--- src/rtl/spi_mf_pkg.sv ---
package spi_mf_pkg;
   localparam logic [1:0] ADDR_CTRL = 2'd0;
   localparam logic [1:0] ADDR_DATA = 2'd1;
   localparam logic [1:0] ADDR_DIV  = 2'd2;

   localparam int CB_SPI_EN  = 0;
   localparam int CB_MST_EN  = 1;
   localparam int CB_MODE_LO = 2;
   localparam int CB_MODE_HI = 3;
   localparam int CB_IRQ_EN  = 4;
   localparam int CB_BUSY    = 5;
   localparam int CB_FAULT   = 6;
   localparam int CB_DONE    = 7;

   localparam logic [1:0] SEL_3WIRE = 2'b00;
   localparam logic [1:0] SEL_MULTI = 2'b01;
endpackage

--- src/rtl/spi_mf_sync.sv ---
module spi_mf_sync #(
   parameter int STAGES = 2
) (
   input  logic clk,
   input  logic rst_n,
   input  logic din,
   output logic dout
);
   generate
      if (STAGES < 2) begin : g_bad_stages
         $error("spi_mf_sync: STAGES must be at least 2");
      end
   endgenerate

   logic [STAGES-1:0] chain;

   always_ff @(posedge clk or negedge rst_n) begin
      if (!rst_n) chain <= '1;
      else        chain <= {chain[STAGES-2:0], din};
   end

   assign dout = chain[STAGES-1];
endmodule

--- src/rtl/spi_mf_engine.sv ---
module spi_mf_engine #(
   parameter int DATA_W = 8,
   parameter int DIV_W  = 8
) (
   input  logic              clk,
   input  logic              rst_n,
   input  logic              run,
   input  logic              load,
   input  logic [DATA_W-1:0] load_data,
   input  logic [DIV_W-1:0]  div,
   input  logic              miso,
   output logic              sck,
   output logic              mosi,
   output logic              busy,
   output logic              done_pulse,
   output logic [DATA_W-1:0] rx_data
);
   localparam int BITC_W = $clog2(DATA_W + 1);
   localparam logic [BITC_W-1:0] LAST_BIT = BITC_W'(DATA_W - 1);

   logic [DIV_W-1:0]  half_cnt;
   logic [DATA_W-1:0] shreg;
   logic [BITC_W-1:0] bit_cnt;
   logic              rx_bit;

   always_ff @(posedge clk or negedge rst_n) begin
      if (!rst_n) begin
         half_cnt   <= '0;
         shreg      <= '0;
         bit_cnt    <= '0;
         rx_bit     <= 1'b0;
         sck        <= 1'b0;
         busy       <= 1'b0;
         done_pulse <= 1'b0;
         rx_data    <= '0;
      end else begin
         done_pulse <= 1'b0;
         if (!run) begin
            busy     <= 1'b0;
            sck      <= 1'b0;
            half_cnt <= '0;
            bit_cnt  <= '0;
         end else if (load && !busy) begin
            shreg    <= load_data;
            busy     <= 1'b1;
            sck      <= 1'b0;
            half_cnt <= '0;
            bit_cnt  <= '0;
         end else if (busy) begin
            if (half_cnt == div) begin
               half_cnt <= '0;
               sck      <= ~sck;
               if (!sck) begin
                  rx_bit <= miso;
               end else begin
                  shreg   <= {shreg[DATA_W-2:0], rx_bit};
                  bit_cnt <= bit_cnt + 1'b1;
                  if (bit_cnt == LAST_BIT) begin
                     busy       <= 1'b0;
                     done_pulse <= 1'b1;
                     rx_data    <= {shreg[DATA_W-2:0], rx_bit};
                  end
               end
            end else begin
               half_cnt <= half_cnt + 1'b1;
            end
         end
      end
   end

   assign mosi = shreg[DATA_W-1];
endmodule

--- src/rtl/spi_mf_regs.sv ---
module spi_mf_regs
   import spi_mf_pkg::*;
#(
   parameter int              DATA_W    = 8,
   parameter int              DIV_W     = 8,
   parameter logic [DIV_W-1:0] DIV_RESET = 3
) (
   input  logic              clk,
   input  logic              rst_n,
   input  logic              reg_wr,
   input  logic [1:0]        reg_addr,
   input  logic [DATA_W-1:0] reg_wdata,
   input  logic              nss_sync,
   input  logic              busy,
   input  logic              done_pulse,
   input  logic [DATA_W-1:0] rx_data,
   output logic [DATA_W-1:0] reg_rdata,
   output logic              run,
   output logic              load,
   output logic [DATA_W-1:0] tx_byte,
   output logic [DIV_W-1:0]  div,
   output logic [1:0]        mode,
   output logic              spi_en,
   output logic              mst_en,
   output logic              irq_en,
   output logic              fault_flag,
   output logic              done_flag,
   output logic              fault_evt,
   output logic              ctrl_wr
);
   logic tx_pend;
   logic data_wr;

   assign run       = spi_en && mst_en;
   assign ctrl_wr   = reg_wr && (reg_addr == ADDR_CTRL);
   assign data_wr   = reg_wr && (reg_addr == ADDR_DATA);
   assign fault_evt = run && (mode == SEL_MULTI) && !nss_sync;
   assign load      = run && tx_pend && !busy;

   always_ff @(posedge clk or negedge rst_n) begin
      if (!rst_n) begin
         spi_en     <= 1'b0;
         mst_en     <= 1'b0;
         mode       <= SEL_MULTI;
         irq_en     <= 1'b0;
         fault_flag <= 1'b0;
         done_flag  <= 1'b0;
         div        <= DIV_RESET;
         tx_byte    <= '0;
         tx_pend    <= 1'b0;
      end else begin
         if (ctrl_wr) begin
            spi_en     <= reg_wdata[CB_SPI_EN];
            mst_en     <= reg_wdata[CB_MST_EN];
            mode       <= reg_wdata[CB_MODE_HI:CB_MODE_LO];
            irq_en     <= reg_wdata[CB_IRQ_EN];
            fault_flag <= fault_flag && reg_wdata[CB_FAULT];
            done_flag  <= done_flag && reg_wdata[CB_DONE];
         end
         if (done_pulse) done_flag <= 1'b1;
         if (fault_evt) begin
            spi_en     <= 1'b0;
            mst_en     <= 1'b0;
            fault_flag <= 1'b1;
         end
         if (reg_wr && reg_addr == ADDR_DIV) div <= reg_wdata[DIV_W-1:0];
         if (!run) begin
            tx_pend <= 1'b0;
         end else if (data_wr) begin
            tx_byte <= reg_wdata;
            tx_pend <= 1'b1;
         end else if (load) begin
            tx_pend <= 1'b0;
         end
      end
   end

   always_comb begin
      reg_rdata = '0;
      case (reg_addr)
         ADDR_CTRL: begin
            reg_rdata[CB_SPI_EN]             = spi_en;
            reg_rdata[CB_MST_EN]             = mst_en;
            reg_rdata[CB_MODE_HI:CB_MODE_LO] = mode;
            reg_rdata[CB_IRQ_EN]             = irq_en;
            reg_rdata[CB_BUSY]               = busy;
            reg_rdata[CB_FAULT]              = fault_flag;
            reg_rdata[CB_DONE]               = done_flag;
         end
         ADDR_DATA: reg_rdata = rx_data;
         ADDR_DIV:  reg_rdata = DATA_W'(div);
         default:   reg_rdata = '0;
      endcase
   end
endmodule

--- src/rtl/spi_mst_mf.sv ---
module spi_mst_mf
   import spi_mf_pkg::*;
#(
   parameter int              DATA_W      = 8,
   parameter int              DIV_W       = 8,
   parameter int              SYNC_STAGES = 2,
   parameter logic [DIV_W-1:0] DIV_RESET   = 3
) (
   input  logic              clk,
   input  logic              rst_n,
   input  logic              reg_wr,
   input  logic [1:0]        reg_addr,
   input  logic [DATA_W-1:0] reg_wdata,
   output logic [DATA_W-1:0] reg_rdata,
   output logic              sck,
   output logic              mosi,
   input  logic              miso,
   input  logic              nss_i,
   output logic              nss_o,
   output logic              nss_oe,
   output logic              irq
);
   generate
      if (DATA_W < 8) begin : g_bad_data_w
         $error("spi_mst_mf: DATA_W must be at least 8 to hold the control bits");
      end
      if (DIV_W < 1 || DIV_W > DATA_W) begin : g_bad_div_w
         $error("spi_mst_mf: DIV_W must be between 1 and DATA_W");
      end
   endgenerate

   logic              nss_sync;
   logic              run, load, busy, done_pulse;
   logic [DATA_W-1:0] tx_byte, rx_data;
   logic [DIV_W-1:0]  div;
   logic [1:0]        mode;
   logic              spi_en, mst_en, irq_en;
   logic              fault_flag, done_flag, fault_evt, ctrl_wr;

   spi_mf_sync #(.STAGES(SYNC_STAGES)) u_sync (
      .clk  (clk),
      .rst_n(rst_n),
      .din  (nss_i),
      .dout (nss_sync)
   );

   spi_mf_regs #(.DATA_W(DATA_W), .DIV_W(DIV_W), .DIV_RESET(DIV_RESET)) u_regs (
      .clk       (clk),
      .rst_n     (rst_n),
      .reg_wr    (reg_wr),
      .reg_addr  (reg_addr),
      .reg_wdata (reg_wdata),
      .nss_sync  (nss_sync),
      .busy      (busy),
      .done_pulse(done_pulse),
      .rx_data   (rx_data),
      .reg_rdata (reg_rdata),
      .run       (run),
      .load      (load),
      .tx_byte   (tx_byte),
      .div       (div),
      .mode      (mode),
      .spi_en    (spi_en),
      .mst_en    (mst_en),
      .irq_en    (irq_en),
      .fault_flag(fault_flag),
      .done_flag (done_flag),
      .fault_evt (fault_evt),
      .ctrl_wr   (ctrl_wr)
   );

   spi_mf_engine #(.DATA_W(DATA_W), .DIV_W(DIV_W)) u_engine (
      .clk       (clk),
      .rst_n     (rst_n),
      .run       (run),
      .load      (load),
      .load_data (tx_byte),
      .div       (div),
      .miso      (miso),
      .sck       (sck),
      .mosi      (mosi),
      .busy      (busy),
      .done_pulse(done_pulse),
      .rx_data   (rx_data)
   );

   assign nss_oe = mode[1];
   assign nss_o  = mode[1] ? mode[0] : 1'b1;
   assign irq    = irq_en && (done_flag || fault_flag);
endmodule

--- config.mk ---
export PLATFORM = sky130hd
export DESIGN_NAME = spi_mst_mf
export DESIGN_NICKNAME = d
export VERILOG_FILES = /design/src/rtl/spi_mf_pkg.sv /design/src/rtl/spi_mf_sync.sv /design/src/rtl/spi_mf_engine.sv /design/src/rtl/spi_mf_regs.sv /design/src/rtl/spi_mst_mf.sv
export SDC_FILE = /design/constraint.sdc
export NUM_CORES = 1
export LEC_CHECK = 0
export ABC_AREA = 1
export BUFFER_PORTS_ARGS = -buffer_cell sky130_fd_sc_hd__buf_2
export CELL_PAD_IN_SITES_DETAIL_PLACEMENT = 0
export CELL_PAD_IN_SITES_GLOBAL_PLACEMENT = 2
export CORE_AREA = 2 2 94 96
export DETAILED_ROUTE_END_ITERATION = 10
export DIE_AREA = 0 0 96 98
export PLACE_DENSITY_LB_ADDON = 0.1
export SLEW_MARGIN = 0
export SYNTH_ARGS = -nofsm -noshare
export SYNTH_HDL_FRONTEND = slang
export SYNTH_HIERARCHICAL = 1
export SYNTH_SLANG_ARGS = --single-unit
--- constraint.sdc ---
create_clock -name clk -period 5 [get_ports clk]
set_input_delay 0.75 -clock clk [delete_from_list [all_inputs] [get_ports clk]]
set_output_delay 0.75 -clock clk [all_outputs]
set_load 0.02 [all_outputs]
==> out/metrics.cfg, run 1 <==
[floorplanning]
ios = 28
dieArea_sq_um = 9410
start_util_pct = 35.6
die_w_microns = 96
placementRows = 34
fp.dieH_microns = 98
coreArea_sq_um = 8470

[min_path]
min_from = u_sync/chain[0]
hold_end = u_sync/chain[1]
hp-class = flop to flop
hold_depth = 0

[setup_path]
crit_path_frequent_cell = buf_2
ff2ff_setup_slack_ns = 2.94
timing.rr.start = u_regs/mst_en
cp.required_ns = 4.25
max_stage_delay_ns = 0.81
r2r_cells = 13
crit_arrival_ns = 2.11
crit_chain = buf_2 -> nor2_1 -> nand2_1 -> nand3_1 -> buf_2
r2r-end = u_engine/bit_cnt[1]
crit_path_end_kind = primary output
critical_path_class = input pin to primary output
crit_fanout = 15
start_kind = input pin
crit_slowest_cell = nor2_1

[timing]
holdWs_ns = 0.363
slew_viol_final = 0
finalSetupViolations = 0
post-route-period-util_pct = 57.2
worstMarginPinSlew_ns = 1.06
setup-tns-final_ns = 0
fin_crit_ns = 2.86
fmax_mhz = 350
skew_ns = 0.0130
hold_violations = 0
finalWorstSetupSlack_ns = 2.14
relSlewSlack_pct = 29.1
rsz0062_at_grt = no

[layout]
fillerInstances = 893
drive_gt1_share_pct = 19.0
final_cell_mix = 174 x nand2_1, 53 x dfrtp_1, 35 x nand3_1
area_growth_pct = 14.8
n_antenna_cell = 0
finish.instance_area_sq_um = 3460
mostFrequentLayoutCell = nand2_1
regArea_sq_um = 1460
final_core_util_pct = 40.8
multi_input_area_sq_um = 1360
fin_nets = 439
fin_cells = 535

[detailed_routing]
viasPerCell = 4.70
drt_iter0_markers = 128
num_vias = 2514
ant_nets = 0
wl_per_cell_microns = 14.2
routed_wl_microns = 7620
first_pass_iters = 4
drc = 0

[synthesis]
synth_nets = 406
synth_area_sq_um = 3010
syn_area_per_cell_sq_um = 7.74
synth_cells = 389
yosysWarnings = 6

[clock_network]
path_clk_slew_ns = 0.08
cts-buffers-inserted = 9
clock_latency_ns = 0.34
post-cts-setup-buffer-count = 0
cts_resized = 0
cts_buffer_depth = 2
clock_sinks = 58
ctsRootBufferMaster = clkbuf_8
cts_max_level = 3
cts_tree = yes
hold_buffers = 0

[global_route]
grt_overflow = 0
grt_pass1_wl_microns = 13000
antenna_found_initial = 0
grt_max_degree = 59
grt_use_total_pct = 17.9
grt_pass1_vias = 2470

[placed_design]
dp_cells = 519
pre_cts_ws_ns = 2.12
gp_congestion = 0.747
place.detailed.hpwl_microns = 5510
place_area_sq_um = 3230
portBuffers = 27

[pwr]
power.total_mw = 1.34
vdd_drop_max_uv = 158
p_leak_nw = 1.80
p_per_area_nw_per_um2 = 388

[run]
maxCapViolCount = 0

[run_status]
status = complete, no violations

==> worst max-delay path by stage <==
| stage | from | end |
|---|---|---|
| 2_1_floorplan | reg_addr[0] | reg_rdata[3] |
| 3_3_place_gp | reg_addr[0] | reg_rdata[5] |
| 3_5_place_dp | reg_addr[0] | reg_rdata[5] |
| 4_1_cts | reg_addr[0] | reg_rdata[5] |
| 5_1_grt | reg_addr[0] | reg_rdata[0] |
| 6_report | reg_addr[0] | reg_rdata[2] |
==> cell type report <==
class	count	share of cell area, %
Clock buffer	9	3.58
Clock inverter	7	2.93
Inverter	37	4.09
Multi-Input combinational cell	288	39.2
Sequential cell	58	42.2
Tap cell	108	3.91
Timing Repair Buffer	28	4.13
==> state kept, by name (all words and copies together), names as in the netlist, 2 cells and up <==
register	cells
u_engine/bit_cnt	4
u_engine/half_cnt	8
u_engine/rx_data	8
u_engine/shreg	8
u_regs/div	8
u_regs/mode	2
u_regs/tx_byte	8
u_sync/chain	2
==> layer usage <==
| metal | share of wire [%] | global-route usage [%] | routed length [microns] | vias to the layer above |
|---|---|---|---|---|
| li1 | - | - | - | 1287 |
| met1 | 53 | 27.4 | 4020 | 1178 |
| met2 | 43 | 25.1 | 3300 | 42 |
| met3 | 2.8 | 3.01 | 211 | 7 |
| met4 | 1.1 | 6.92 | 87 | 0 |
| met5 | 0 | 0 | 0 | - |
==> critical path, delay by kind of cell <==
kind | cells | cell delay, ns
buffers and inverters | 2 | 0.30
and+or+nand+nor | 3 | 1.06
==> report_power, final <==
group / leakage, nW / switching, mW / internal (mW)
sequential: 0.756 / 0.0588 / 0.541
clock: 0.106 / 0.212 / 0.284
combinational: 0.941 / 0.166 / 0.0795
total: 1.80 / 0.437 / 0.904
Power figures use the tool's default switching activity.
==> run 2, diff against run 1 <==
Settings changed: CORE_AREA 2 2 94 96 to 2 2 102 104, DIE_AREA 0 0 96 98 to 0 0 104 106.
Clock period 5 ns to 2.6 ns, I/O delays scaled along.
==> run 2 against run 1 <==
Cell count is 5.8% higher. Setup slack worse by 1.6 ns. Worst hold slack worse by 0.32 ns. Clock skew fell by 0.0047 ns. Via count is 0.80% lower. Total power increased by 97%. Wire length rose by 4.0%. Flip-flop and latch count unchanged. Register-to-register slack got worse by 2.4 ns. Non-clock buffer count grew 3. Sequential power rose by 93%. Die area up 17%. Largest cell class unchanged. Highest routed layer unchanged.
==> out/metrics.cfg, run 2 (synthesized netlist as in run 1, its figures left out) <==
[detailed_routing]
drc = 0  ; unchanged
drt_iter0_markers = 125  ; was 128
num_vias = 2494  ; was 2514
routed_wl_microns = 7920  ; was 7620 microns
ant_nets = 0  ; unchanged
viasPerCell = 4.41  ; was 4.70
wl_per_cell_microns = 14.0  ; was 14.2 microns
first_pass_iters = 4  ; unchanged

[timing]
post-route-period-util_pct = 77.3
hold_violations = 0  ; unchanged
holdWs_ns = 0.0400  ; was 0.363 ns
worstMarginPinSlew_ns = 0.557  ; was 1.06 ns
finalSetupViolations = 0  ; unchanged
rsz0062_at_grt = no  ; unchanged
fin_crit_ns = 2.01
setup-tns-final_ns = 0  ; unchanged
slew_viol_final = 0  ; unchanged
relSlewSlack_pct = 62.9  ; was 29.1%
finalWorstSetupSlack_ns = 0.590  ; was 2.14 ns
skew_ns = 0.00824  ; was 0.0130 ns
fmax_mhz = 497

[global_route]
grt.busiest_layer = met2  ; was met1
grt_pass1_vias = 2532  ; was 2470
grt_max_degree = 24  ; was 59
grt_use_met2_pct = 24.2  ; was 25.1%
use_met1_pct = 22.2  ; was 27.4%
grt_use_met3_pct = 3.43  ; was 3.01%
grt_overflow = 0  ; unchanged
grt_use_total_pct = 15.9  ; was 17.9%
grt_pass1_wl_microns = 13500  ; was 13000 microns
antenna_found_initial = 0  ; unchanged

[pwr]
p_per_area_nw_per_um2 = 749  ; was 388 nW/um^2
vdd_drop_max_uv = 254  ; was 158 uV
p_leak_nw = 1.83  ; was 1.80 nW

[setup_path]
cp.required_ns = 2.83  ; was 4.25 ns
crit_arrival_ns = 2.24  ; was 2.11 ns
start_kind = flop  ; was input pin
critical_path_class = flop to flop  ; was input pin to primary output
crit_fanout = 10  ; was 15
crit_path_end_kind = flop  ; was primary output

[clock_network]
cts_tree = yes  ; unchanged
cts-buffers-inserted = 9  ; unchanged
clock_latency_ns = 0.34  ; about the same
hold_buffers = 0  ; unchanged
ctsRootBufferMaster = clkbuf_8  ; unchanged
cts_max_level = 3  ; unchanged
cts_buffer_depth = 2  ; unchanged
post-cts-setup-buffer-count = 0  ; unchanged
cts_resized = 0  ; unchanged
path_clk_slew_ns = 0.07  ; was 0.08 ns
clock_sinks = 58  ; unchanged

[layout]
n_antenna_cell = 0  ; unchanged
area_growth_pct = 17.0  ; was 14.8%
regArea_sq_um = 1460  ; unchanged
finish.instance_area_sq_um = 3520  ; was 3460 sq um
fin_nets = 442  ; was 439
mostFrequentLayoutCell = nand2_1  ; unchanged
drive_gt1_share_pct = 19.3  ; was 19.0%
fillerInstances = 1097  ; was 893
final_cell_mix = 174 x nand2_1, 53 x dfrtp_1, 35 x nand3_1  ; unchanged
multi_input_area_sq_um = 1360  ; unchanged

[floorplanning]
fp.dieH_microns = 106  ; was 98 microns
placementRows = 37  ; was 34
dieArea_sq_um = 11000  ; was 9410 sq um
ios = 28  ; unchanged
start_util_pct = 30.1  ; was 35.6%
die_w_microns = 104  ; was 96 microns
coreArea_sq_um = 10000  ; was 8470 sq um

[placed_design]
place.detailed.hpwl_microns = 6040  ; was 5510 microns
gp_congestion = 0.753  ; was 0.747
pre_cts_ws_ns = 0.602  ; was 2.12 ns
place_area_sq_um = 3290  ; was 3230 sq um
portBuffers = 27  ; unchanged

[run_status]
status = complete, no violations  ; unchanged

[min_path]
hp-class = input pin to asynchronous set/reset pin  ; was flop to flop

[run]
maxCapViolCount = 0  ; unchanged

-- run 2: cell types whose count changed in the layout (fill, tap and decap cells not counted), sizes merged --
| cell | change |
|---|---|
| buf | +3 |
| bufinv | +1 |
| clkbuf | +1 |
| clkinv | +1 |
| clkinvlp | -2 |
| inv | -1 |
-- run 2: cell type report --
type | instances | share of cell area, %
Timing Repair Buffer | 31 | 4.69
Sequential cell | 58 | 41.4
Clock buffer | 10 | 3.62
Clock inverter | 6 | 2.98
Inverter | 37 | 4.01
Tap cell | 136 | 4.83
Multi-Input combinational cell | 288 | 38.5
-- run 2: power by group --
part,leakage [nW],switching (mW),internal [mW]
Clock,0.120,0.371,0.632
Sequential,0.756,0.117,1.04
Combinational,0.956,0.323,0.155
Total,1.83,0.810,1.83
-- run 2: worst max-delay path, cell delays in order, from the launching register on --
cell and delay, ns:
dfrtp_1 0.38, nand2_1 0.10, inv_1 0.28, nand2_1 0.09
nor2_1 0.12, inv_2 0.08, nor2_8 0.16, inv_4 0.08
nand2_4 0.11, nor2_2 0.07, inv_2 0.10, nand3_1 0.18
nand2_1 0.10, nand2_1 0.05
-- run 2: path summary, 6_finish.rpt --
kind / depth (start not counted) / slack, ns / end / startpoint
max: 13 / 0.59 / u_engine/bit_cnt[0] / u_regs/mst_en
min: 1 / 0.04 / u_engine/bit_cnt[3] / rst_n
max reg2reg: 13 / 0.59 / u_engine/bit_cnt[0] / u_regs/mst_en
min reg2reg: 0 / 0.36 / u_sync/chain[1] / u_sync/chain[0]
max in group asynchronous: 2 / 1.82 / u_sync/chain[1] / rst_n
min in group clk: 1 / 0.15 / u_sync/chain[0] / nss_i
-- run 2: layer usage --
metal	wire length, microns	vias to the layer above
li1	-	1300
met1	4180	1155
met5	0	-
met4	104	0
met3	232	8
met2	3410	31
-- run 2: through the flow --
step                      total power, mW  instances  util (%)
after floorplan                      1.48        389         -
after global placement               1.66        550      32.9
after detailed placement             1.66        550      32.9
after CTS                            2.69        566      35.2
after global routing                 2.82        566      35.2
final                                2.64        566      35.2
==> run 3, diff against run 2 <==
Settings changed: CORE_AREA 2 2 102 104 to 2 2 96 98, DIE_AREA 0 0 104 106 to 0 0 98 100.
Clock period 2.6 ns to 2.1 ns, I/O delays scaled along.
==> run 3 against run 2 <==
Clock power is 22% higher. Total power increased by 23%. Cell count decreased by 4.1%. Flip-flop and latch count unchanged. Worst hold slack improved by 0.052 ns. First-iteration DRC count down 11%. Maximum frequency increased by 13%. Highest routed layer unchanged.
==> out/metrics.cfg, run 3 (synthesized netlist as in run 1, its figures left out) <==
[run_status]
status = complete, no violations  ; unchanged

[clock_network]
ctsRootBufferMaster = clkbuf_8  ; unchanged
cts_tree = yes  ; unchanged
cts_max_level = 3  ; unchanged
clock_sinks = 58  ; unchanged
clock_latency_ns = 0.33  ; was 0.34 ns
cts_buffer_depth = 2  ; unchanged
path_clk_slew_ns = 0.07  ; about the same
cts_resized = 0  ; unchanged
cts-buffers-inserted = 9  ; unchanged

[pwr]
p_per_area_nw_per_um2 = 921  ; was 749 nW/um^2
p_leak_nw = 1.84  ; was 1.83 nW
vdd_drop_max_uv = 381  ; was 254 uV

[global_route]
grt_overflow = 0  ; unchanged
grt_max_degree = 35  ; was 24
grt_pass1_vias = 2415  ; was 2532
antenna_found_initial = 0  ; unchanged
grt_use_total_pct = 17.3  ; was 15.9%
grt_pass1_wl_microns = 13100  ; was 13500 microns

[timing]
rsz0062_at_grt = no  ; unchanged
setup-tns-final_ns = 0  ; unchanged
skew_ns = 0.00787  ; was 0.00824 ns
fmax_mhz = 563  ; was 497 MHz
hold_violations = 0  ; unchanged
slew_viol_final = 0  ; unchanged
finalSetupViolations = 0  ; unchanged
fin_crit_ns = 1.78  ; was 2.01 ns
relSlewSlack_pct = 69.5  ; was 62.9%
post-route-period-util_pct = 84.5  ; was 77.3%
finalWorstSetupSlack_ns = 0.325  ; was 0.590 ns
worstMarginPinSlew_ns = 0.455  ; was 0.557 ns

[placed_design]
place_area_sq_um = 3280  ; was 3290 sq um
place.detailed.hpwl_microns = 6040  ; about the same
pre_cts_ws_ns = 0.300  ; was 0.602 ns
portBuffers = 27  ; unchanged
gp_congestion = 0.735  ; was 0.753

[detailed_routing]
drc = 0  ; unchanged
ant_nets = 0  ; unchanged
viasPerCell = 4.64  ; was 4.41
num_vias = 2517  ; was 2494
drt_iter0_markers = 111  ; was 125
wl_per_cell_microns = 14.6  ; was 14.0 microns
routed_wl_microns = 7940  ; was 7920 microns
first_pass_iters = 4  ; unchanged

[floorplanning]
start_util_pct = 33.9  ; was 30.1%
placementRows = 35  ; was 37
ios = 28  ; unchanged
coreArea_sq_um = 8890  ; was 10000 sq um
fp.dieH_microns = 100  ; was 106 microns
die_w_microns = 98  ; was 104 microns
dieArea_sq_um = 9800  ; was 11000 sq um

[setup_path]
start_kind = flop  ; unchanged
crit_arrival_ns = 2.00  ; was 2.24 ns
crit_path_end_kind = flop  ; unchanged
crit_fanout = 10  ; unchanged
cp.required_ns = 2.32  ; was 2.83 ns
r2r_cells = 13  ; unchanged
critical_path_class = flop to flop  ; unchanged

[min_path]
hold_depth = 1
hp-class = input pin to flop  ; was input pin to asynchronous set/reset pin

[layout]
final_cell_mix = 174 x nand2_1, 53 x dfrtp_1, 35 x nand3_1  ; unchanged
finish.instance_area_sq_um = 3530  ; was 3520 sq um
n_antenna_cell = 0  ; unchanged
mostFrequentLayoutCell = nand2_1  ; unchanged
drive_gt1_share_pct = 19.7  ; was 19.3%
area_growth_pct = 17.1  ; was 17.0%
fin_nets = 444  ; was 442

[run]
maxCapViolCount = 0  ; unchanged

## run 3: changes by cell type in the layout (fill, tap and decap cells not counted), sizes merged
cell / change
buf: +1
clkbuf: +2
clkinv: -2
clkinvlp: +1
dlygate4sd3: +1
bufinv: -1
## run 3: worst paths after layout
check	slack [ns]	end	start
min in group asynchronous	0.42	u_engine/half_cnt[5]	rst_n
worst min-delay path	0.09	u_sync/chain[0]	nss_i
worst max-delay path	0.32	u_engine/bit_cnt[1]	u_regs/spi_en
worst min register to register	0.36	u_sync/chain[1]	u_sync/chain[0]
worst max register to register	0.32	u_engine/bit_cnt[1]	u_regs/spi_en
max in group asynchronous	1.09	u_sync/chain[0]	rst_n
## run 3: timing repair
| item | in CTS | in global routing |
|---|---|---|
| buffers inserted | 0 | 0 |
| endpoints found under the hold margin | 11 | 0 |
| hold buffers | 1 | 0 |
## run 3: cell type report
type / instances / area [sq um]
well taps: 111 / 139
multi-input cells: 288 / 1360
repair buffers: 33 / 195
clock buffers: 12 / 165
inverters: 37 / 141
fillers: 974 / 5360
clock inverters: 4 / 72.6
flip-flops and latches: 58 / 1460
## run 3: power by group
group          internal [mW]  switching, mW
clock                  0.764          0.454
sequential              1.29          0.134
combinational          0.205          0.402
total                   2.26          0.990
## run 3: worst max-delay path: stages, from the launching register on
cell and delay, ns:
dfrtp_1 0.39, nand2_1 0.09, inv_1 0.09, nand2_1 0.05, nor2_1 0.11, inv_2 0.09
nor2_8 0.17, inv_4 0.09, nand2_4 0.11, nor2_2 0.06, inv_2 0.10, nand3_1 0.16
nand2_1 0.11, nand2_1 0.05
## run 3: routing by layer
layer / GRT usage (%) / share of wire [%] / up-vias
met5: 0 / 0 / -
met4: 6.41 / 1.3 / 0
met3: 2.86 / 2.4 / 8
met2: 26.7 / 45 / 33
met1: 24.6 / 51 / 1173
li1: - / - / 1303
## run 3: metrics by stage
| stage | power, mW | util (%) | cells | hold slack (ns) |
|---|---|---|---|---|
| final | 3.25 | 39.7 | 543 | 0.0923 |
| after global routing | 3.47 | 39.7 | 543 | 0.0701 |
| after floorplan | 1.84 | - | 389 | 0.0194 |
| after CTS | 3.29 | 39.7 | 543 | 0.0795 |
| after global placement | 2.06 | 36.9 | 526 | 0.245 |
| after detailed placement | 2.06 | 36.9 | 526 | 0.243 |
